### src/rtl/pwm_aq_pkg.sv
package pwm_aq_pkg;

    localparam int FLD_W     = 2;
    localparam int NUM_OUT   = 2;
    localparam int WR_SEL_W  = 2;
    localparam int ZERO_LSB  = 0;
    localparam int PRD_LSB   = FLD_W;
    localparam int CMPA_LSB  = 2 * FLD_W;
    localparam int RLD_LSB   = 3 * FLD_W;
    localparam int CMPB_LSB  = 4 * FLD_W;
    localparam int WR_DATA_W = 5 * FLD_W;
    localparam int FRC_W     = NUM_OUT * FLD_W;

    typedef enum logic [FLD_W-1:0] {
        ACT_NONE   = 2'b00,
        ACT_LOW    = 2'b01,
        ACT_HIGH   = 2'b10,
        ACT_TOGGLE = 2'b11
    } act_e;

    typedef enum logic [FLD_W-1:0] {
        FRC_OFF     = 2'b00,
        FRC_LOW     = 2'b01,
        FRC_HIGH    = 2'b10,
        FRC_OFF_ALT = 2'b11
    } frc_e;

    typedef enum logic [FLD_W-1:0] {
        RLD_ZERO   = 2'b00,
        RLD_PERIOD = 2'b01,
        RLD_EITHER = 2'b10,
        RLD_NOW    = 2'b11
    } rld_e;

    typedef enum logic [WR_SEL_W-1:0] {
        WR_ACT_A  = 2'd0,
        WR_ACT_B  = 2'd1,
        WR_FORCE  = 2'd2,
        WR_RELOAD = 2'd3
    } wr_sel_e;

    typedef enum logic [1:0] {
        CH_LOW,
        CH_HIGH,
        CH_HELD_LOW,
        CH_HELD_HIGH
    } ch_state_e;

    typedef struct packed {
        act_e on_cmp;
        act_e on_prd;
        act_e on_zero;
    } act_fields_t;

    function automatic int cmp_lsb(input int ch);
        return (ch == 0) ? CMPA_LSB : CMPB_LSB;
    endfunction

endpackage

### src/rtl/pwm_aq_force_ctl.sv
module pwm_aq_force_ctl
    import pwm_aq_pkg::*;
(
    input  logic             clk,
    input  logic             rst_n,
    input  logic             tick,
    input  logic             evt_zero,
    input  logic             evt_period,
    input  logic             wr_force,
    input  logic [FRC_W-1:0] force_data,
    input  logic             wr_reload,
    input  logic [FLD_W-1:0] reload_data,
    output logic [FRC_W-1:0] force_nxt,
    output logic [FRC_W-1:0] force_cur
);

    logic [FRC_W-1:0] pending_q;
    logic [FRC_W-1:0] active_q;
    rld_e             mode_q;
    logic             reload_hit;

    // Reload condition for the pending force word, per selected mode
    always_comb begin
        unique case (mode_q)
            RLD_ZERO:   reload_hit = evt_zero;
            RLD_PERIOD: reload_hit = evt_period;
            RLD_EITHER: reload_hit = evt_zero | evt_period;
            RLD_NOW:    reload_hit = 1'b1;
        endcase
    end

    always_ff @(posedge clk or negedge rst_n) begin
        if (!rst_n) begin
            pending_q <= '0;
            active_q  <= '0;
            mode_q    <= RLD_ZERO;
        end else begin
            if (wr_force)
                pending_q <= force_data;
            if (wr_reload)
                mode_q <= rld_e'(reload_data);
            if (tick && reload_hit)
                active_q <= pending_q;
        end
    end

    // The force that governs this tick: a fresh load takes control at once
    assign force_nxt = (tick && reload_hit) ? pending_q : active_q;
    assign force_cur = active_q;

endmodule

### src/rtl/pwm_aq_chan.sv
module pwm_aq_chan
    import pwm_aq_pkg::*;
(
    input  logic        clk,
    input  logic        rst_n,
    input  logic        tick,
    input  logic        evt_zero,
    input  logic        evt_period,
    input  logic        evt_cmp,
    input  act_fields_t acts,
    input  frc_e        force_code,
    output logic        pwm
);

    ch_state_e state_q;
    ch_state_e state_d;
    act_e      win_act;
    logic      level_now;
    logic      level_evt;

    // Event priority: compare, then period, then zero
    always_comb begin
        if (evt_cmp)
            win_act = acts.on_cmp;
        else if (evt_period)
            win_act = acts.on_prd;
        else if (evt_zero)
            win_act = acts.on_zero;
        else
            win_act = ACT_NONE;
    end

    always_comb begin
        unique case (state_q)
            CH_LOW, CH_HELD_LOW:   level_now = 1'b0;
            CH_HIGH, CH_HELD_HIGH: level_now = 1'b1;
        endcase
    end

    always_comb begin
        unique case (win_act)
            ACT_NONE:   level_evt = level_now;
            ACT_LOW:    level_evt = 1'b0;
            ACT_HIGH:   level_evt = 1'b1;
            ACT_TOGGLE: level_evt = ~level_now;
        endcase
    end

    // Next-state logic
    always_comb begin
        state_d = state_q;
        if (tick) begin
            unique case (force_code)
                FRC_LOW:  state_d = CH_HELD_LOW;
                FRC_HIGH: state_d = CH_HELD_HIGH;
                FRC_OFF, FRC_OFF_ALT:
                          state_d = level_evt ? CH_HIGH : CH_LOW;
            endcase
        end
    end

    // State register
    always_ff @(posedge clk or negedge rst_n) begin
        if (!rst_n)
            state_q <= CH_LOW;
        else
            state_q <= state_d;
    end

    // Output decode
    always_comb begin
        unique case (state_q)
            CH_LOW, CH_HELD_LOW:   pwm = 1'b0;
            CH_HIGH, CH_HELD_HIGH: pwm = 1'b1;
        endcase
    end

endmodule

### src/rtl/pwm_aq_force.sv
module pwm_aq_force
    import pwm_aq_pkg::*;
(
    input  logic                 clk,
    input  logic                 rst_n,
    input  logic                 tick,
    input  logic                 evt_zero,
    input  logic                 evt_period,
    input  logic                 cmp_a_up,
    input  logic                 cmp_b_up,
    input  logic                 wr_en,
    input  logic [WR_SEL_W-1:0]  wr_sel,
    input  logic [WR_DATA_W-1:0] wr_data,
    output logic                 pwm_a,
    output logic                 pwm_b
);

    act_fields_t [NUM_OUT-1:0] act_q;
    logic [NUM_OUT-1:0]        cmp_up;
    logic [NUM_OUT-1:0]        pwm_vec;
    logic [FRC_W-1:0]          force_nxt;
    logic [FRC_W-1:0]          force_cur;
    logic                      wr_force;
    logic                      wr_reload;

    assign cmp_up    = {cmp_b_up, cmp_a_up};
    assign wr_force  = wr_en && (wr_sel == WR_FORCE);
    assign wr_reload = wr_en && (wr_sel == WR_RELOAD);

    // Per-output action words; each output keeps only its own compare field
    always_ff @(posedge clk or negedge rst_n) begin
        if (!rst_n) begin
            act_q <= '0;
        end else begin
            for (int g = 0; g < NUM_OUT; g++) begin
                if (wr_en && (wr_sel == WR_SEL_W'(g))) begin
                    act_q[g].on_zero <= act_e'(wr_data[ZERO_LSB +: FLD_W]);
                    act_q[g].on_prd  <= act_e'(wr_data[PRD_LSB +: FLD_W]);
                    act_q[g].on_cmp  <= act_e'(wr_data[cmp_lsb(g) +: FLD_W]);
                end
            end
        end
    end

    pwm_aq_force_ctl u_force (
        .clk         (clk),
        .rst_n       (rst_n),
        .tick        (tick),
        .evt_zero    (evt_zero),
        .evt_period  (evt_period),
        .wr_force    (wr_force),
        .force_data  (wr_data[0 +: FRC_W]),
        .wr_reload   (wr_reload),
        .reload_data (wr_data[RLD_LSB +: FLD_W]),
        .force_nxt   (force_nxt),
        .force_cur   (force_cur)
    );

    for (genvar g = 0; g < NUM_OUT; g++) begin : g_out
        pwm_aq_chan u_chan (
            .clk        (clk),
            .rst_n      (rst_n),
            .tick       (tick),
            .evt_zero   (evt_zero),
            .evt_period (evt_period),
            .evt_cmp    (cmp_up[g]),
            .acts       (act_q[g]),
            .force_code (frc_e'(force_nxt[g*FLD_W +: FLD_W])),
            .pwm        (pwm_vec[g])
        );
    end

    assign pwm_a = pwm_vec[0];
    assign pwm_b = pwm_vec[1];

endmodule

### config.mk
export PLATFORM = sky130hd
export DESIGN_NAME = pwm_aq_force
export DESIGN_NICKNAME = d
export VERILOG_FILES = /design/src/rtl/pwm_aq_pkg.sv /design/src/rtl/pwm_aq_force_ctl.sv /design/src/rtl/pwm_aq_chan.sv /design/src/rtl/pwm_aq_force.sv
export SDC_FILE = /design/constraint.sdc
export NUM_CORES = 1
export LEC_CHECK = 0
export ABC_AREA = 1
export BUFFER_PORTS_ARGS = -buffer_cell sky130_fd_sc_hd__buf_4
export CAP_MARGIN = 20
export CORE_MARGIN = 1.5
export CORE_UTILIZATION = 48
export DETAILED_ROUTE_END_ITERATION = 16
export GPL_TIMING_DRIVEN = 0
export PLACE_DENSITY = 0.73
export SYNTH_ARGS = -nofsm -noshare
export SYNTH_HDL_FRONTEND = slang
export SYNTH_SLANG_ARGS = --single-unit
### constraint.sdc
create_clock -name clk -period 1.55 [get_ports clk]
set_clock_uncertainty 0.1 [all_clocks]
set_input_delay 0.3875 -clock clk [delete_from_list [all_inputs] [get_ports clk]]
set_output_delay 0.3875 -clock clk [all_outputs]
set_load 0.02 [all_outputs]
# Word-level counts from Yosys, hierarchy flattened
# Cells that the tools add are included.
# totals
reg_bits	26
in_bits	20
output_inout_bits	2
wordCells	73
# op_classes
n_eq_ne	24
n_mux	16
bitwise_logic	3
reduce_logical	19
# op_table
cell	n
$eq A2 B2 Y1 const B	16
$eq A2 B1 Y1 const B	8
$logic_not A2 Y1	8
$mux W2	6
$pmux W1 S4	3
$pmux W2 S3	2
$reduce_or A2 Y1	6
$logic_and A1 B1 Y1	5
$mux W4	1
$pmux W1 S2	2
$mux W1	2
$not A1 Y1	2
$or A1 B1 Y1	1

# Longest topological paths before layout
# Gate-level depths: netlist (run 1).
# logic_depth
ltp_word	7
depth_mapped	10
ltp_nobuf	10

# By module
# Synthesis (run 1) repeated with hierarchy kept, for this count alone.
# hier_totals
hier_cells	153
hier_area_um2	1262.5
# by_module_without_submodules
mod	n_inst	cells_per_inst	area_per_inst_um2	seq_area_each_um2
pwm_aq_force	1	58	528.0	300.3
pwm_aq_force_ctl	1	35	416.6	250.2
pwm_aq_chan	2	30	158.9	25.0

# Worst setup path after synthesis (run 1)
# Ideal clock, no wire load.
# synth_path
kind	reg2reg
start	register u_force.mode_q[1]
end	register g_out[0].u_chan.state_q[0]
setup_time_ps	116
arrival_ps	1350
t_required_ps	1334
path_slack_ps	-17
stages_incl_launch_ff	11
n_path_buf	0
period_less_slack_ps	1567
cell_sequence	dfrtp_1 > clkinv_1 > o21ai_4 > nand3_4 > nand2_1 > o21ai_2 > ha_1 > nand3_1 > nand2_1 > nand2_1 > nand2_1
# synth_between
elab_chain_len	7
elab_cells_between_ends	13
cone_classes	eq/ne: 6; mux: 3; reduce/logical: 4
# synth_lines
item	line_no	text
start: declaration	pwm_aq_force_ctl.sv:19	rld_e mode_q;
start signal: assignment	pwm_aq_force_ctl.sv:41	mode_q <= rld_e'(reload_data);
$eq A2 B2 Y1 (tied with other cells)	pwm_aq_force_ctl.sv:24	unique case (mode_q)
$pmux W1 S4 (*)	pwm_aq_force_ctl.sv:24	
$logic_and A1 B1 Y1 (*)	pwm_aq_force_ctl.sv:48	assign force_nxt = (tick && reload_hit) ? pending_q : active_q;
$mux W4 (*)	pwm_aq_force_ctl.sv:48	
$eq A2 B2 Y1 / $logic_not A2 Y1 (equally long branches)	pwm_aq_chan.sv:53	unique case (force_code)
$reduce_or A2 Y1	pwm_aq_chan.sv:53	
$pmux W2 S3 (*)	pwm_aq_chan.sv:53	
end signal: assignment	pwm_aq_chan.sv:67	state_q <= state_d;
end: declaration	pwm_aq_chan.sv:15	ch_state_e state_q;
# Mark *: on every way between the ends. The rest lies on a longest branch, timed or not.
# A chain may end at the register's enable or synchronous reset.

# Worst setup path in the final report (run 1)
# layout_path
start	register u_force.mode_q[1]
end	register g_out[0].u_chan.state_q[0]
# layout_between
elab_chain_len	7
elab_cells_between_ends	13
cone_classes	eq/ne: 6; mux: 3; reduce/logical: 4
# layout_lines
item	line_no	text
$eq A2 B2 Y1 (tied with other cells)	pwm_aq_force_ctl.sv:24	
$pmux W1 S4 (*)	pwm_aq_force_ctl.sv:24	
$logic_and A1 B1 Y1 (*)	pwm_aq_force_ctl.sv:48	
$mux W4 (*)	pwm_aq_force_ctl.sv:48	
named net force_nxt[1]	pwm_aq_force.sv:21	logic [FRC_W-1:0] force_nxt;
$eq A2 B2 Y1 / $logic_not A2 Y1 (equally long branches)	pwm_aq_chan.sv:53	
$reduce_or A2 Y1	pwm_aq_chan.sv:53	
$pmux W2 S3 (*)	pwm_aq_chan.sv:53	
# Mark *: on every way through the listed nets, which the timed path passes. The rest lies on a longest branch.

==> run summary, run 1 <==
Outcome: finished, violations left
Failing checks: setup timing
PD cells: 1080 nW/µm²
Synth area leaders: dfrtp_1 50%, nand2_1 11%, inv_1 6.0%
Most common cell in the netlist: nand2_1
Number of global-route vias before repair: 971
Area of the multi-input gates: 505 µm²
CORE AREA: 2280 µm²
Cell taking the most area after synthesis: dfrtp_1
Post-synthesis mux area share: 0.0472
Synthesis-to-layout area growth: 22.1%
Cell variety after synth: 16
Syn nets: 162
Die ar.: 2790 µm²
Sw frac: 0.328
Crit end category: flip-flop
Leak: 0.763 nW
Period minus WS final: 1.66 ns
RSZ-0062 raised after global routing: yes
Antenna violations before repair: 0
Fin. Hold Viols: 0
Aggregate routed wire length: 2.20 mm
Reg clk slew, reported paths: 0.13 ns
Achievable Freq: 603 MHz
Most used DFF post-synth: dfrtp_1
Chip height: 52.8 µm
Hold Crit Class: in2reg
Io pins: 22
Post-synthesis compound-gate area fraction: 0.114
Worst-path fanout max: 8
Longest Clk Path Bufs: 2
Antenna-violating nets left: 0
Final WS setup: -0.108 ns
Seq cells post-synth: 24
FF/Latch Area: 601 µm²
Final total power: 1.58 mW
Comb power frac: 0.306
Flop pwr share: 0.522
Clock Tree Root: clkbuf_4
Post-route core utilization: 0.640
1st-iter DRT viols: 17
Clock share of power: 0.172
Clk sinks: 24
TritonCTS clock tree: built
Share of the synthesized area in the top cell type: 0.504
Relative slew slack: 0.783
Maximum VDD drop: 0.699 mV
Synth Instances: 138
Drt first pass iters: 4
Average size of a mapped cell: 8.64 µm²
DR WL/cell: 11.3 µm
DRC viols: 0
Simple-gate portion of the synthesized area: 0.208
Ys Warns: 0
Total number of vias: 941
Synth Area in XOR/XNOR: 0
Largest family of logic cells by synthesized area: simple AND/OR/NAND/NOR gates
Die width: 52.8 µm
Max-cap violations: 0
Final cycle utilization of the critical path: 1.07
CP Launch Type: flip-flop
Setup violators final: 2
Htree depth: 1
Clock latency on the worst-skew pair: 0.31 ns
Critical path arrival: 1.78 ns
FFs w/ async S/R, synth: 1.00
Least-Margin Pin Slew: 0.324 ns
WS Path Type: reg2reg
CP required: 1.67 ns
Total track usage: 0.200
Initial core utilization: 0.524
Share of cells above drive strength 1: 0.265
Final slew viol count: 0
ANT cells: 0
Vias/cell: 4.85
Inserted Clock Buffers: 3
Global route total overflow: 0
Adder-Cell Fraction of Synth Area: 0.0420
Internal: 1.06 mW
Pin count of the biggest net entering global routing: 25
Rows: 17
Sw Pwr: 0.518 mW
HPWL after DPL: 1.67 mm
Synth top cells by count: 36 x nand2_1, 24 x dfrtp_1, 19 x inv_1
Input/output buffers: 21
First-pass GRT wire length: 4.04 mm
Nets: 192
Post-synthesis sequential area ratio: 0.504
Filler cells: 204
GPL Wtd Cong: 0.738
EDFF count, synth: 0
Synthesized area: 1190 µm²
==> logic make-up (layout without fill, tap and decap cells) <==
logic type / after synthesis / count (layout)
DFF: 24 / 24
and+or+nand+nor: 56 / 56
adders and majority gates: 4 / 4
AOI/OAI and AO/OA: 22 / 22
buffers and inverters: 27 / 55
muxes: 5 / 5
==> routing by layer <==
metal | routed length, µm | part of all wire | GRT usage | up-vias
met2 | 1060 | 0.48 | 0.338 | 18
met4 | 17 | 0.0077 | 0.0769 | 0
met5 | 0 | 0 | 0 | -
met1 | 1050 | 0.48 | 0.259 | 434
met3 | 67 | 0.030 | 0.0257 | 2
li1 | - | - | - | 487
==> through the flow <==
step / cells / hold WS (ns) / setup TNS, ns / cell area (µm²) / worst slack, ns
2_1_floorplan: 138 / -0.00809 / 0 / 1190 / 0.000168
3_3_place_gp: 187 / 0.201 / -0.505 / 1390 / -0.254
3_5_place_dp: 187 / 0.206 / -0.601 / 1390 / -0.316
4_1_cts: 193 / 0.178 / -0.238 / 1450 / -0.127
5_1_grt: 194 / 0.185 / -0.480 / 1460 / -0.246
6_report: 194 / 0.179 / -0.188 / 1460 / -0.108
==> critical path: stages (launching register included) <==
cell      delay (ns)
dfrtp_1         0.37
clkinv_2        0.08
o21ai_4         0.14
nand3_4         0.16
nand2_2         0.13
o21ai_4         0.07
ha_1            0.29
nand3_1         0.08
nand2_1         0.05
nand2_1         0.06
nand2_1         0.05
==> layout by cell type (no fill, tap or decap) <==
master	count
nand3_2	2
clkinv_2	1
nor2_1	7
nand3_1	9
dlygate4sd3_1	1
clkbuf_4	3
inv_2	5
a21oi_1	5
nor2_2	1
nand2_2	2
o21ai_4	2
o21ai_2	3
dfrtp_1	24
mux2_1	5
ha_1	4
buf_4	24
clkbuf_1	2
nand2_1	34
nand3_4	1
inv_1	19
o21ai_0	12
==> flip-flops by register name, summed over array words and instances (netlist names) <==
signal                flops
act_q                    12
g_out.u_chan.state_q      2
u_force.force_cur         4
u_force.mode_q            2
u_force.pending_q         4
==> worst paths after layout <==
path / from / endpoint / slack, ns / cells past startpoint
min in group asynchronous: rst_n / act_q[2] / 0.39 / 2
hold reg to reg: act_q[6] / act_q[6] / 0.40 / 2
setup / recovery: u_force.mode_q[1] / g_out[0].u_chan.state_q[0] / -0.11 / 10
max in group asynchronous: rst_n / u_force.force_cur[3] / 0.73 / 2
setup reg to reg: u_force.mode_q[1] / g_out[0].u_chan.state_q[0] / -0.11 / 10
hold / removal: wr_data[5] / act_q[5] / 0.18 / 2
==> power by group through the flow <==
stage	combinational, mW	clock [mW]	sequential, mW
2_1_floorplan	0.316	0	0.812
3_3_place_gp	0.438	0	0.828
5_1_grt	0.562	0.294	0.840
6_report	0.483	0.272	0.824
3_5_place_dp	0.454	0	0.834
4_1_cts	0.485	0.279	0.824
==> cell type report <==
class / count / share of cell area
flip-flops and latches: 24 / 0.412
clock buffers: 3 / 0.0155
well taps: 28 / 0.0241
inverters: 25 / 0.0653
multi-input cells: 87 / 0.347
repair buffers: 25 / 0.131
plain buffers: 2 / 0.00515
==> repair_timing <==
item                                   4_1_cts  5_1_grt
buffers inserted                             2        1
gates resized for setup                      4        0
hold buffers                                 1        0
endpoints found under the hold margin       24        0
pin swaps                                    7        1
gates cloned                                 0        0
setup endpoints to repair                    2        2
Note: power is estimated with default switching activity, not from simulation.
==> run 2: changes to the inputs <==
--- a/config.mk
+++ b/config.mk
@@ -5,7 +5,6 @@
 export SDC_FILE = /design/constraint.sdc
 export NUM_CORES = 1
 export LEC_CHECK = 0
-export ABC_AREA = 1
 export BUFFER_PORTS_ARGS = -buffer_cell sky130_fd_sc_hd__buf_4
 export CAP_MARGIN = 20
 export CORE_MARGIN = 1.5
@@ -13,6 +12,7 @@
 export DETAILED_ROUTE_END_ITERATION = 16
 export GPL_TIMING_DRIVEN = 0
 export PLACE_DENSITY = 0.73
+export SLEW_MARGIN = 20
 export SYNTH_ARGS = -nofsm -noshare
 export SYNTH_HDL_FRONTEND = slang
 export SYNTH_SLANG_ARGS = --single-unit
==> run summary, run 2 <==
Share of cells above drive strength 1: 0.467
TritonCTS clock tree: built
Post-Layout Inst Area: 1590 µm²
Antenna-violating nets left: 0
Worst hold path stage count: 2
Final WS setup: -1.01 ns
Nets: 145
Total number of vias: 822
Number of global-route vias before repair: 812
HPWL after DPL: 1.69 mm
Input/output buffers: 20
First-pass GRT wire length: 3.93 mm
ANT cells: 0
Metal2 WL: 1.27 mm
Relative slew slack: 0.620
PD cells: 1340 nW/µm²
Leak: 0.712 nW
Reg-to-Reg Start: u_force.mode_q[0]
Commonest non-fill, non-tap cell in the layout: dfrtp_1
GPL Wtd Cong: 0.801
Placed instance area: 1400 µm²
Cell variety after synth: 23
Most frequent cells in the layout: 24 x dfrtp_1, 23 x buf_4, 11 x mux2_1, 7 x mux2_2
FFs w/ async S/R, synth: 1.00
Synth area leaders: dfrtp_1 50%, mux2_1 10%, mux2_2 6.6%
Vias/cell: 5.55
Placement Setup Slack: -1.34 ns
Most common cell in the netlist: dfrtp_1
Critical path arrival: 2.68 ns
Average size of a mapped cell: 13.5 µm²
Htree depth: 1
Pin count of the biggest net entering global routing: 25
CORE AREA: 2280 µm²
Reg clk slew, reported paths: 0.13 ns
CP Launch Type: flip-flop
Cell taking the most area after synthesis: dfrtp_1
Ys Warns: 0
Aggregate routed wire length: 2.47 mm
Hold_sp: wr_data[8]
Max FFs per register: 12
Final cycle utilization of the critical path: 1.65
Achievable Freq: 390 MHz
Inserted Clock Buffers: 3
Rows: 17
Setup violators final: 6
Clock Tree Root: clkbuf_4
Post-synthesis sequential area ratio: 0.504
Drt first pass iters: 5
RSZ-0062 raised after global routing: yes
Synthesized area: 1190 µm²
Met1 wire length: 1.07 mm
Most used DFF post-synth: dfrtp_1
Initial core utilization: 0.524
Least-Margin Pin Slew: 0.556 ns
Outcome: finished, violations left
R2R setup slack: -1.01 ns
WHS Endpoint: act_q[10]
Share of the synthesized area in the top cell type: 0.504
DRC viols: 0
Longest Clk Path Bufs: 2
Antenna violations before repair: 0
DR WL/cell: 16.7 µm
Wire length on met3: 76 µm
WS Path Type: reg2reg
Synth Instances: 88
Failing checks: setup timing
Clk sinks: 24
CP required: 1.67 ns
Max-cap violations: 0
Synthesis-to-layout area growth: 33.5%
1st-iter DRT viols: 14
Die width: 52.8 µm
Period minus WS final: 2.56 ns
Total track usage: 0.204
Maximum VDD drop: 0.847 mV
Fin. Hold Viols: 0
Worst r2r path cells: 9
Post-route core utilization: 0.699
Seq cells post-synth: 24
Syn nets: 112
Synth top cells by count: 24 x dfrtp_1, 11 x mux2_1, 7 x mux2_2
Most flops, register: act_q
Clock latency on the worst-skew pair: 0.32 ns
Die ar.: 2790 µm²
Max Used Layer: met4
Io pins: 22
Global route total overflow: 0
EDFF count, synth: 0
Reg2Reg Capture Point: g_out[1].u_chan.state_q[0]
Worst-path fanout max: 4
Chip height: 52.8 µm
Hold Crit Class: in2reg
Final slew viol count: 0
Crit end category: flip-flop
## run 2: cell count changes after synthesis, sizes merged, moves of 4 or more
cell / delta
nand2: -34
nand3b: +4
nor2: -6
o21ai: -15
a2111oi: +6
nand3: -11
inv: -21
mux2: +17
mux2i: +4
## run 2: metrics by stage
stage / cells / power [mW] / setup TNS (ns) / hold WS [ns]
2_1_floorplan: 88 / 1.29 / -1.74 / -0.00809
3_3_place_gp: 136 / 1.46 / -2.96 / 0.201
3_5_place_dp: 136 / 1.50 / -3.23 / 0.204
4_1_cts: 146 / 1.92 / -2.15 / 0.169
5_1_grt: 148 / 2.24 / -2.56 / 0.171
6_report: 148 / 2.13 / -2.18 / 0.170
## run 2: logic make-up after synthesis
family          after synthesis  synth area share
compound gates               14             0.107
fa+ha+maj                     4            0.0420
buf+inv                       6            0.0199
flops                        24             0.504
mux                          26             0.254
simple gates                 14            0.0734
## run 2: report_power, final
part	internal, mW	total [mW]	switching, mW
clock network	0.144	0.333	0.190
registers	0.781	0.894	0.113
logic	0.511	0.898	0.387
## run 2: worst max-delay path by stage
stage	from	endpoint	slack, ns	cells after the start
6_report	u_force.mode_q[0]	g_out[1].u_chan.state_q[0]	-1.01	9
5_1_grt	u_force.mode_q[0]	g_out[1].u_chan.state_q[0]	-1.15	9
4_1_cts	u_force.mode_q[0]	g_out[1].u_chan.state_q[0]	-0.97	9
3_5_place_dp	evt_zero	g_out[0].u_chan.state_q[0]	-1.34	10
3_3_place_gp	evt_zero	g_out[1].u_chan.state_q[0]	-1.14	10
2_1_floorplan	evt_period	g_out[1].u_chan.state_q[0]	-0.88	8
## run 2: final cells by class
cell class,instances,area [µm²]
Buffer,3,22.5
Clock buffer,4,36.3
Fill cell,151,684
Inverter,3,11.3
Multi-Input combinational cell,58,658
Sequential cell,24,601
Tap cell,28,35.0
Timing Repair Buffer,28,228
## run 2: worst max-delay path, stage by stage (launching register included)
cell and delay, ns:
dfrtp_1 0.44, buf_6 0.13, o311ai_4 0.31, buf_4 0.17, mux2_4 0.31, ha_4 0.28, nand2b_4 0.06, a221oi_4 0.22
a2111oi_2 0.10, a2111oi_2 0.35
## run 2: layer usage
metal  vias to the layer above  track usage
met4                         0        0.111
li1                        393            -
met5                         -            0
met2                        15        0.333
met3                         6       0.0314
met1                       408        0.258
## run 2: what timing repair did
item | CTS | global route
hold buffers | 1 | 0
pin swaps | 3 | 6
endpoints found under the setup margin | 6 | 5
hold endpoints to repair | 24 | 0
setup buffers | 5 | 2
gates resized for setup | 6 | 11
